File: config.mk
export PLATFORM = sky130hd
export DESIGN_NAME = bitcount_asmd
export DESIGN_NICKNAME = d
export VERILOG_FILES = /design/src/rtl/bitcount_pkg.sv /design/src/rtl/bitcount_sync.sv /design/src/rtl/bitcount_ctrl.sv /design/src/rtl/bitcount_datapath.sv /design/src/rtl/bitcount_asmd.sv
export SDC_FILE = /design/constraint.sdc
export NUM_CORES = 1
export LEC_CHECK = 0
export ABC_AREA = 1
export BUFFER_PORTS_ARGS = -buffer_cell sky130_fd_sc_hd__buf_2
export CAP_MARGIN = 20
export CORE_MARGIN = 2
export CORE_UTILIZATION = 50
export CTS_CLUSTER_DIAMETER = 60
export DETAILED_ROUTE_END_ITERATION = 10
export MAX_ROUTING_LAYER = met4
export PLACE_DENSITY = 0.74
export SLEW_MARGIN = 20
export SYNTH_ARGS = -nofsm -noshare
export SYNTH_HDL_FRONTEND = slang
export SYNTH_SLANG_ARGS = --single-unit
File: constraint.sdc
create_clock -name clk -period 1.96 [get_ports clk]
set_clock_uncertainty 0.15 [all_clocks]
set_input_delay 0.196 -clock clk [delete_from_list [all_inputs] [get_ports clk]]
set_output_delay 0.196 -clock clk [all_outputs]
set_load 0.005 [all_outputs]
File: src/rtl/bitcount_pkg.sv
package bitcount_pkg;

  typedef enum logic [1:0] {
    BC_IDLE = 2'd0,
    BC_RUN  = 2'd1,
    BC_FIN  = 2'd2
  } bc_state_e;

  // Tally step: add one when the bit shifted out is set.
  function automatic logic [7:0] tally_step(input logic [7:0] cur, input logic lsb);
    return cur + {7'd0, lsb};
  endfunction

endpackage

File: src/rtl/bitcount_sync.sv
module bitcount_sync #(
  parameter int STAGES = 2
) (
  input  logic clk,
  input  logic rst,
  input  logic d,
  output logic q
);
  logic [STAGES-1:0] chain_q;

  always_ff @(posedge clk) begin
    if (rst) chain_q <= '0;
    else     chain_q <= {chain_q[STAGES-2:0], d};
  end

  assign q = chain_q[STAGES-1];
endmodule

File: src/rtl/bitcount_ctrl.sv
module bitcount_ctrl
  import bitcount_pkg::*;
(
  input  logic clk,
  input  logic rst,
  input  logic start_s,
  input  logic opnd_zero,
  output logic ld_op,
  output logic sh_op,
  output logic done
);
  bc_state_e state_q, state_d;

  always_ff @(posedge clk) begin
    if (rst) state_q <= BC_IDLE;
    else     state_q <= state_d;
  end

  always_comb begin
    state_d = state_q;
    ld_op   = 1'b0;
    sh_op   = 1'b0;
    unique case (state_q)
      BC_IDLE: begin
        if (start_s) state_d = BC_RUN;
        else         ld_op   = 1'b1;
      end
      BC_RUN: begin
        if (opnd_zero) state_d = BC_FIN;
        else           sh_op   = 1'b1;
      end
      BC_FIN: begin
        if (!start_s) state_d = BC_IDLE;
      end
      default: state_d = BC_IDLE;
    endcase
  end

  assign done = (state_q == BC_FIN);
endmodule

File: src/rtl/bitcount_datapath.sv
module bitcount_datapath
  import bitcount_pkg::*;
#(
  parameter int WIDTH = 8,
  parameter int CNT_W = 4
) (
  input  logic             clk,
  input  logic             rst,
  input  logic             ld_op,
  input  logic             sh_op,
  input  logic [WIDTH-1:0] operand,
  output logic [WIDTH-1:0] opnd_q,
  output logic [CNT_W-1:0] cnt_q,
  output logic             opnd_zero
);
  logic [7:0] step_full;

  assign step_full = tally_step(8'(cnt_q), opnd_q[0]);

  always_ff @(posedge clk) begin
    if (rst) begin
      opnd_q <= '0;
      cnt_q  <= '0;
    end else if (ld_op) begin
      opnd_q <= operand;
      cnt_q  <= '0;
    end else if (sh_op) begin
      opnd_q <= opnd_q >> 1;
      cnt_q  <= step_full[CNT_W-1:0];
    end
  end

  assign opnd_zero = (opnd_q == '0);
endmodule

File: src/rtl/bitcount_asmd.sv
module bitcount_asmd #(
  parameter int WIDTH = 8,
  parameter int CNT_W = $clog2(WIDTH + 1)
) (
  input  logic             clk,
  input  logic             rst,
  input  logic             start,
  input  logic [WIDTH-1:0] operand,
  output logic [CNT_W-1:0] count,
  output logic             done
);
  logic             start_s;
  logic             ld_op;
  logic             sh_op;
  logic             opnd_zero;
  logic [WIDTH-1:0] opnd_q;

  bitcount_sync #(.STAGES(2)) u_sync (
    .clk (clk),
    .rst (rst),
    .d   (start),
    .q   (start_s)
  );

  bitcount_ctrl u_ctrl (
    .clk       (clk),
    .rst       (rst),
    .start_s   (start_s),
    .opnd_zero (opnd_zero),
    .ld_op     (ld_op),
    .sh_op     (sh_op),
    .done      (done)
  );

  bitcount_datapath #(.WIDTH(WIDTH), .CNT_W(CNT_W)) u_dp (
    .clk       (clk),
    .rst       (rst),
    .ld_op     (ld_op),
    .sh_op     (sh_op),
    .operand   (operand),
    .opnd_q    (opnd_q),
    .cnt_q     (count),
    .opnd_zero (opnd_zero)
  );
endmodule

==> results of run 1 <==
worst min-delay path by stage:
stage / endpoint / slack (ns)
after floorplan: u_dp.opnd_q[2] / 0.12
after global placement: u_sync.chain_q[1] / 0.24
after detailed placement: u_sync.chain_q[1] / 0.25
after CTS: u_dp.opnd_q[7] / 0.003
after global routing: u_dp.opnd_q[7] / 0.03
final: u_dp.opnd_q[7] / 0.01
area by class of cell:
cell class | instances | area share (%)
Multi-Input combinational cell | 81 | 44.2
Timing Repair Buffer | 17 | 10.6
Tap cell | 16 | 2.30
Inverter | 8 | 3.45
Sequential cell | 16 | 36.8
Clock buffer | 3 | 2.59
per-layer routing:
layer  share of wire, %  wire, µm
met1                 45       627
met2                 50       690
met3                4.2        58
met4                1.0        14
met5                  0         0
through the flow:
step / cell area (µm²) / setup slack (ns) / power (mW) / std cells / hold slack [ns]
after CTS: 870 / 0.464 / 1.17 / 141 / 0.00304
after floorplan: 757 / 0.658 / 0.910 / 108 / 0.115
after detailed placement: 837 / 0.474 / 0.998 / 137 / 0.249
after global placement: 837 / 0.505 / 0.987 / 137 / 0.240
after global routing: 870 / 0.310 / 1.27 / 141 / 0.0302
final: 870 / 0.472 / 1.15 / 141 / 0.0120
state kept, by name, summed over array words and instances (netlist names):
register	cells
u_dp.opnd_q	8
u_sync.chain_q	2
u_ctrl.state_q	2
u_dp.cnt_q	4
where the power goes:
part | total, mW | switching [mW] | internal (mW)
sequential | 0.458 | 0.0546 | 0.404
clock | 0.165 | 0.0939 | 0.0712
combinational | 0.529 | 0.349 | 0.180
Yosys cell counts:
library cell / n / share of area, %
a21oi_1: 11 / 7.3
o22ai_1: 1 / 0.83
xor2_1: 1 / 1.2
inv_1: 6 / 3.0
ha_1: 2 / 3.3
nand2_2: 1 / 0.83
nand2_1: 39 / 19
nor2_1: 12 / 5.9
buf_6: 1 / 1.5
o21ai_0: 2 / 1.3
nand3_1: 9 / 5.9
nor2_4: 1 / 1.5
inv_2: 2 / 0.99
clkbuf_1: 1 / 0.50
o21ai_4: 1 / 2.1
xnor2_1: 1 / 1.2
dfxtp_1: 16 / 42
buf_4: 1 / 0.99
worst min-delay path, delay by kind of cell:
family | cells | cell delay [ns]
and+or+nand+nor | 1 | 0.05
buffers and inverters | 1 | 0.10
AOI/OAI and AO/OA | 1 | 0.05
what timing repair did:
| action | 4_1_cts | 5_1_grt |
|---|---|---|
| hold endpoints to repair | 1 | 0 |
| setup buffers | 0 | 0 |
| hold buffers | 1 | 0 |
cell families (layout without fill, tap and decap cells):
| family | after synthesis | in the layout |
|---|---|---|
| buf+inv | 11 | 28 |
| flops | 16 | 16 |
| fa+ha+maj | 2 | 2 |
| xor+xnor | 2 | 2 |
| simple gates | 62 | 62 |
| compound gates | 15 | 15 |
==> impl_metrics.yaml, run 1 <==
worst_setup_path:
  required_ns: 2.02
  crit_top_cell: "nand2_1"
  startpoint_type: "flop"
  max_stage_delay_ns: 0.32
  worstSetupStartpoint: "u_ctrl.state_q[1]"
  slowest_stage: "dfxtp_1"
  regToRegSetupSlack_ns: 0.47
  path_cells: "inv_1 -> nand2_2 -> nor2_4 -> inv_2 -> nand2_1 -> nand2_1 -> a21oi_1"
  path_depth: 7
  worst_ep_arrival_time_ns: 1.55
  r2r_end: "u_dp.opnd_q[2]"
  crit_buf_inv: 2
  criticalPathCategory: "reg -> reg"
  rr_worst_depth: 7
  cp_top_family: "simple AND/OR/NAND/NOR gates"
  crit-reg2reg-launch: "u_ctrl.state_q[1]"
  cp-end-kind: "flop"
  endpoint: "u_dp.opnd_q[2]"
  critPathMaxFanout: 17
routing:
  drt-vias-per-instance: 4.89
  drc: 0
  first_pass_iters: 4
  wire_per_inst_um: 9.87
  antenna_left: 0
  routed_wl_um: 1390
  vias: 689
  drt-initial-drc-count: 14
grt:
  grtUsageMet2_pct: 27.0
  gr-total-overflow: 0
  grtUsageTotal_pct: 17.6
  grt_max_degree: 18
  top_usage_layer: "met2"
  first_global_vias: 580
  grt_pass1_wl_um: 2330
  grtUsageMet3_pct: 2.55
  antenna_found_initial: 0
  grtUsageMet1_pct: 21.4
cts:
  cts.sinks: 16
  clk_latency_ns: 0.28
  clk_pin_slew_worst_paths_ns: 0.09
  cts_buffers: 3
  cts-root-buf: "clkbuf_4"
  cts_max_path_buffers: 2
  cts_resized: 0
  cts.htree.levels: 1
  cts_tree: "done"
floorplan:
  ios: 16
  initial_core_util_pct: 52.1
  num_rows: 14
  fp.coreArea_mm2: 0.00145
  die_x_um: 42.9
  die_y_um: 42.9
  dieArea_mm2: 0.00184
layout:
  multi_input_comb_area_um2: 384
  fin_util_pct: 59.8
  antennaDiodeCount: 0
  num-nets-final: 140
  drive_above_1_share_pct: 19.2
  n_fill_cell: 142
  final_common_cell: "nand2_1"
  area_growth_pct: 14.9
  ff_latch_area_um2: 320
  layout_common_cells: "nand2_1 (39), dfxtp_1 (16), buf_2 (15)"
sta:
  setup_viol: 0
  tightest_slew_ns: 0.254
  finalCriticalPeriod_ns: 1.49
  hold_viol: 0
  tns_ns: 0
  period_share_pct: 75.9
  max_slew_margin_pct: 83.0
  max_freq_ghz: 0.672
  rsz0062_at_grt: "false"
  drv_slew: 0
synth:
  avgSynthCellArea_um2: 7.01
  post_synth_xor_area_fraction_pct: 2.31
  synth-compound-area-share_pct: 11.6
  yosys.area_share.simple_pct: 33.6
  synth_cell_types: 18
  muxShareOfSynthArea_pct: 0
  synth_adder_area_share_pct: 3.31
  synthCells: 108
  ys_ff_latch: 16
  synth_top_family_by_area: "simple AND/OR/NAND/NOR gates"
  syn-cell-area_um2: 757
  synth_warnings: 0
  yosysSeqAreaShare_pct: 42.3
  syn-num-nets: 121
min_path:
  min_path_type: "in -> reg"
  hold_path_startpoint: "operand[7]"
  worst_hold_path.num_cells: 3
pwr:
  total_leakage_power_nw: 0.439
  power_density_mw_per_mm2: 1330
  ir_worst_vdd_mv: 0.685
placed_design:
  routabilityCongestion: 0.765
  hpwl_um: 1040
  port_buffers: 15
run:
  cap_violations: 0
outcome:
  run_status: "completed"
(Power assumes the default switching activity.)
==> run 2: changes to the inputs <==
Settings changed: CORE_UTILIZATION 50 to 46, PLACE_DENSITY 0.74 to 0.72.
Clock period 1.96 ns to 1.35 ns, I/O delays scaled along.
==> run 2 against run 1 <==
Against the previous run:
- the flow now finishes with violations (negative setup slack)
- sequential share of layout area shrank 5.4 points
- first-iteration DRC count shrank 86%
- worst setup slack lost 0.47 ns
- sequential power grew 53%
- maximum frequency grew 10%
- non-clock buffer count grew 11
- final cell count grew 8.5%
- combinational power grew 120%
- flip-flop and latch count is the same
- total power grew 89%
- largest power group unchanged
- highest routed layer unchanged
==> impl_metrics.yaml, run 2 (synthesis gave the netlist of run 1 again) <==
placed_design:
  hpwl_um: 1140
  port_buffers: 15
  routabilityCongestion: 0.794
  dp_slack_ns: -0.0403
worst_setup_path:
  r2r_end: "u_dp.opnd_q[2]"
  crit-reg2reg-launch: "u_dp.opnd_q[1]"
  endpoint: "u_dp.opnd_q[2]"
  path_cells: "nor2_4 -> nand2_2 -> o21ai_4 -> buf_6 -> nand3_1 -> a21oi_1"
  path_depth: 6
  regToRegSetupSlack_ns: -0.002
  crit_buf_inv: 1
  criticalPathCategory: "reg -> reg"
  slowest_stage: "dfxtp_4"
  worst_ep_arrival_time_ns: 1.42
  critPathMaxFanout: 7
  cp-end-kind: "flop"
  required_ns: 1.42
  cp_top_family: "compound AO/OA/AOI/OAI gates"
  rr_worst_depth: 6
  worstSetupStartpoint: "u_dp.opnd_q[1]"
  max_stage_delay_ns: 0.36
  startpoint_type: "flop"
floorplan:
  num_rows: 14
  die_x_um: 44.6
  fp.coreArea_mm2: 0.00152
  initial_core_util_pct: 49.7
  die_y_um: 44.6
  ios: 16
  dieArea_mm2: 0.00199
routing:
  first_pass_iters: 4
  wire_per_inst_um: 10.2
  routed_wl_um: 1570
  drc: 0
  vias: 740
  drt-initial-drc-count: 2
  antenna_left: 0
  drt-vias-per-instance: 4.84
sta:
  period_share_pct: 100
  rsz0062_at_grt: "true"
  tns_ns: -0.00363
  max_slew_margin_pct: 83.6
  hold_viol: 0
  finalCriticalPeriod_ns: 1.35
  setup_viol: 2
  whs_ns: 0.0212
  tightest_slew_ns: 0.245
  drv_slew: 0
  fin_ws_ns: -0.00220
  max_freq_ghz: 0.740
cts:
  cts_buffers: 3
  clk_pin_slew_worst_paths_ns: 0.10
  clk_latency_ns: 0.29
  cts.htree.levels: 1
  cts.sinks: 16
  cts_max_path_buffers: 2
  cts-root-buf: "clkbuf_4"
  cts_tree: "done"
pwr:
  ir_worst_vdd_mv: 1.10
  total_leakage_power_nw: 0.517
  power_density_mw_per_mm2: 2080
layout:
  area_growth_pct: 38.3
  top_register: "u_dp.opnd_q"
  fin_util_pct: 68.7
  drive_above_1_share_pct: 37.2
  ff_latch_area_um2: 329
  num-nets-final: 151
  final_common_cell: "nand2_1"
  n_fill_cell: 139
  layout_common_cells: "nand2_1 (36), buf_2 (15), dfxtp_1 (11)"
  reg_top3: "u_dp.opnd_q (8), u_dp.cnt_q (4)"
  antennaDiodeCount: 0
  largest_reg_flops: 8
  multi_input_comb_area_um2: 430
grt:
  grt_max_degree: 13
  grt_pass1_wl_um: 2550
  gr-total-overflow: 0
  antenna_found_initial: 0
  grtUsageTotal_pct: 18.2
  first_global_vias: 657
min_path:
  worst_hold_path.num_cells: 5
  min_path_type: "in -> reg"
run:
  cap_violations: 0
outcome:
  run_status: "finished, violations left"
  violations: "negative setup slack"
-- run 2: cell count changes in the layout (fill, tap and decap cells not counted), moves of 4 or more --
cell     delta
dfxtp_2     +4
dfxtp_1     -5
nor2_1      -4
buf_4       +6
-- run 2: worst min path at each step --
stage	start	to
after floorplan	rst	u_dp.opnd_q[2]
after global placement	start	u_sync.chain_q[0]
after detailed placement	start	u_sync.chain_q[0]
after CTS	operand[4]	u_dp.opnd_q[4]
after global routing	operand[0]	u_dp.opnd_q[0]
final	operand[6]	u_dp.opnd_q[6]
-- run 2: final cells by class --
class	count	area share, %
Tap cell	16	1.91
Clock buffer	4	3.46
Inverter	8	2.87
Sequential cell	16	31.4
Multi-Input combinational cell	81	41.1
Timing Repair Buffer	28	19.2
-- run 2: repair_timing --
item / 4_1_cts / 5_1_grt
gates resized for setup: 4 / 18
hold buffers: 2 / 0
endpoints found under the hold margin: 2 / 0
pin swaps: 6 / 6
setup buffers: 1 / 1
endpoints found under the setup margin: 8 / 14
-- run 2: metrics by stage --
step	instances	instance area, µm²	total power, mW
6_report	153	1050	2.18
2_1_floorplan	108	757	1.32
5_1_grt	153	1050	2.36
4_1_cts	152	985	2.04
3_3_place_gp	145	910	1.65
3_5_place_dp	145	910	1.67
-- run 2: layer usage --
metal	GRT usage [%]	vias up	part of all wire (%)
met5	-	-	0
met2	33.9	13	53
met4	7.27	0	1.4
met1	18.8	324	42
met3	2.45	3	2.9
li1	-	400	-
-- run 2: worst reg2reg max path, stage by stage (launching register included) --
cell	delay (ns)
dfxtp_4	0.36
nor2_4	0.10
nand2_2	0.06
o21ai_4	0.25
buf_6	0.17
nand3_1	0.06
a21oi_1	0.12
-- run 2: power breakdown --
group | internal (mW) | leakage [nW] | switching [mW]
combinational | 0.529 | 0.363 | 0.627
sequential | 0.601 | 0.133 | 0.101
clock | 0.164 | 0.0210 | 0.153
total | 1.29 | 0.517 | 0.881
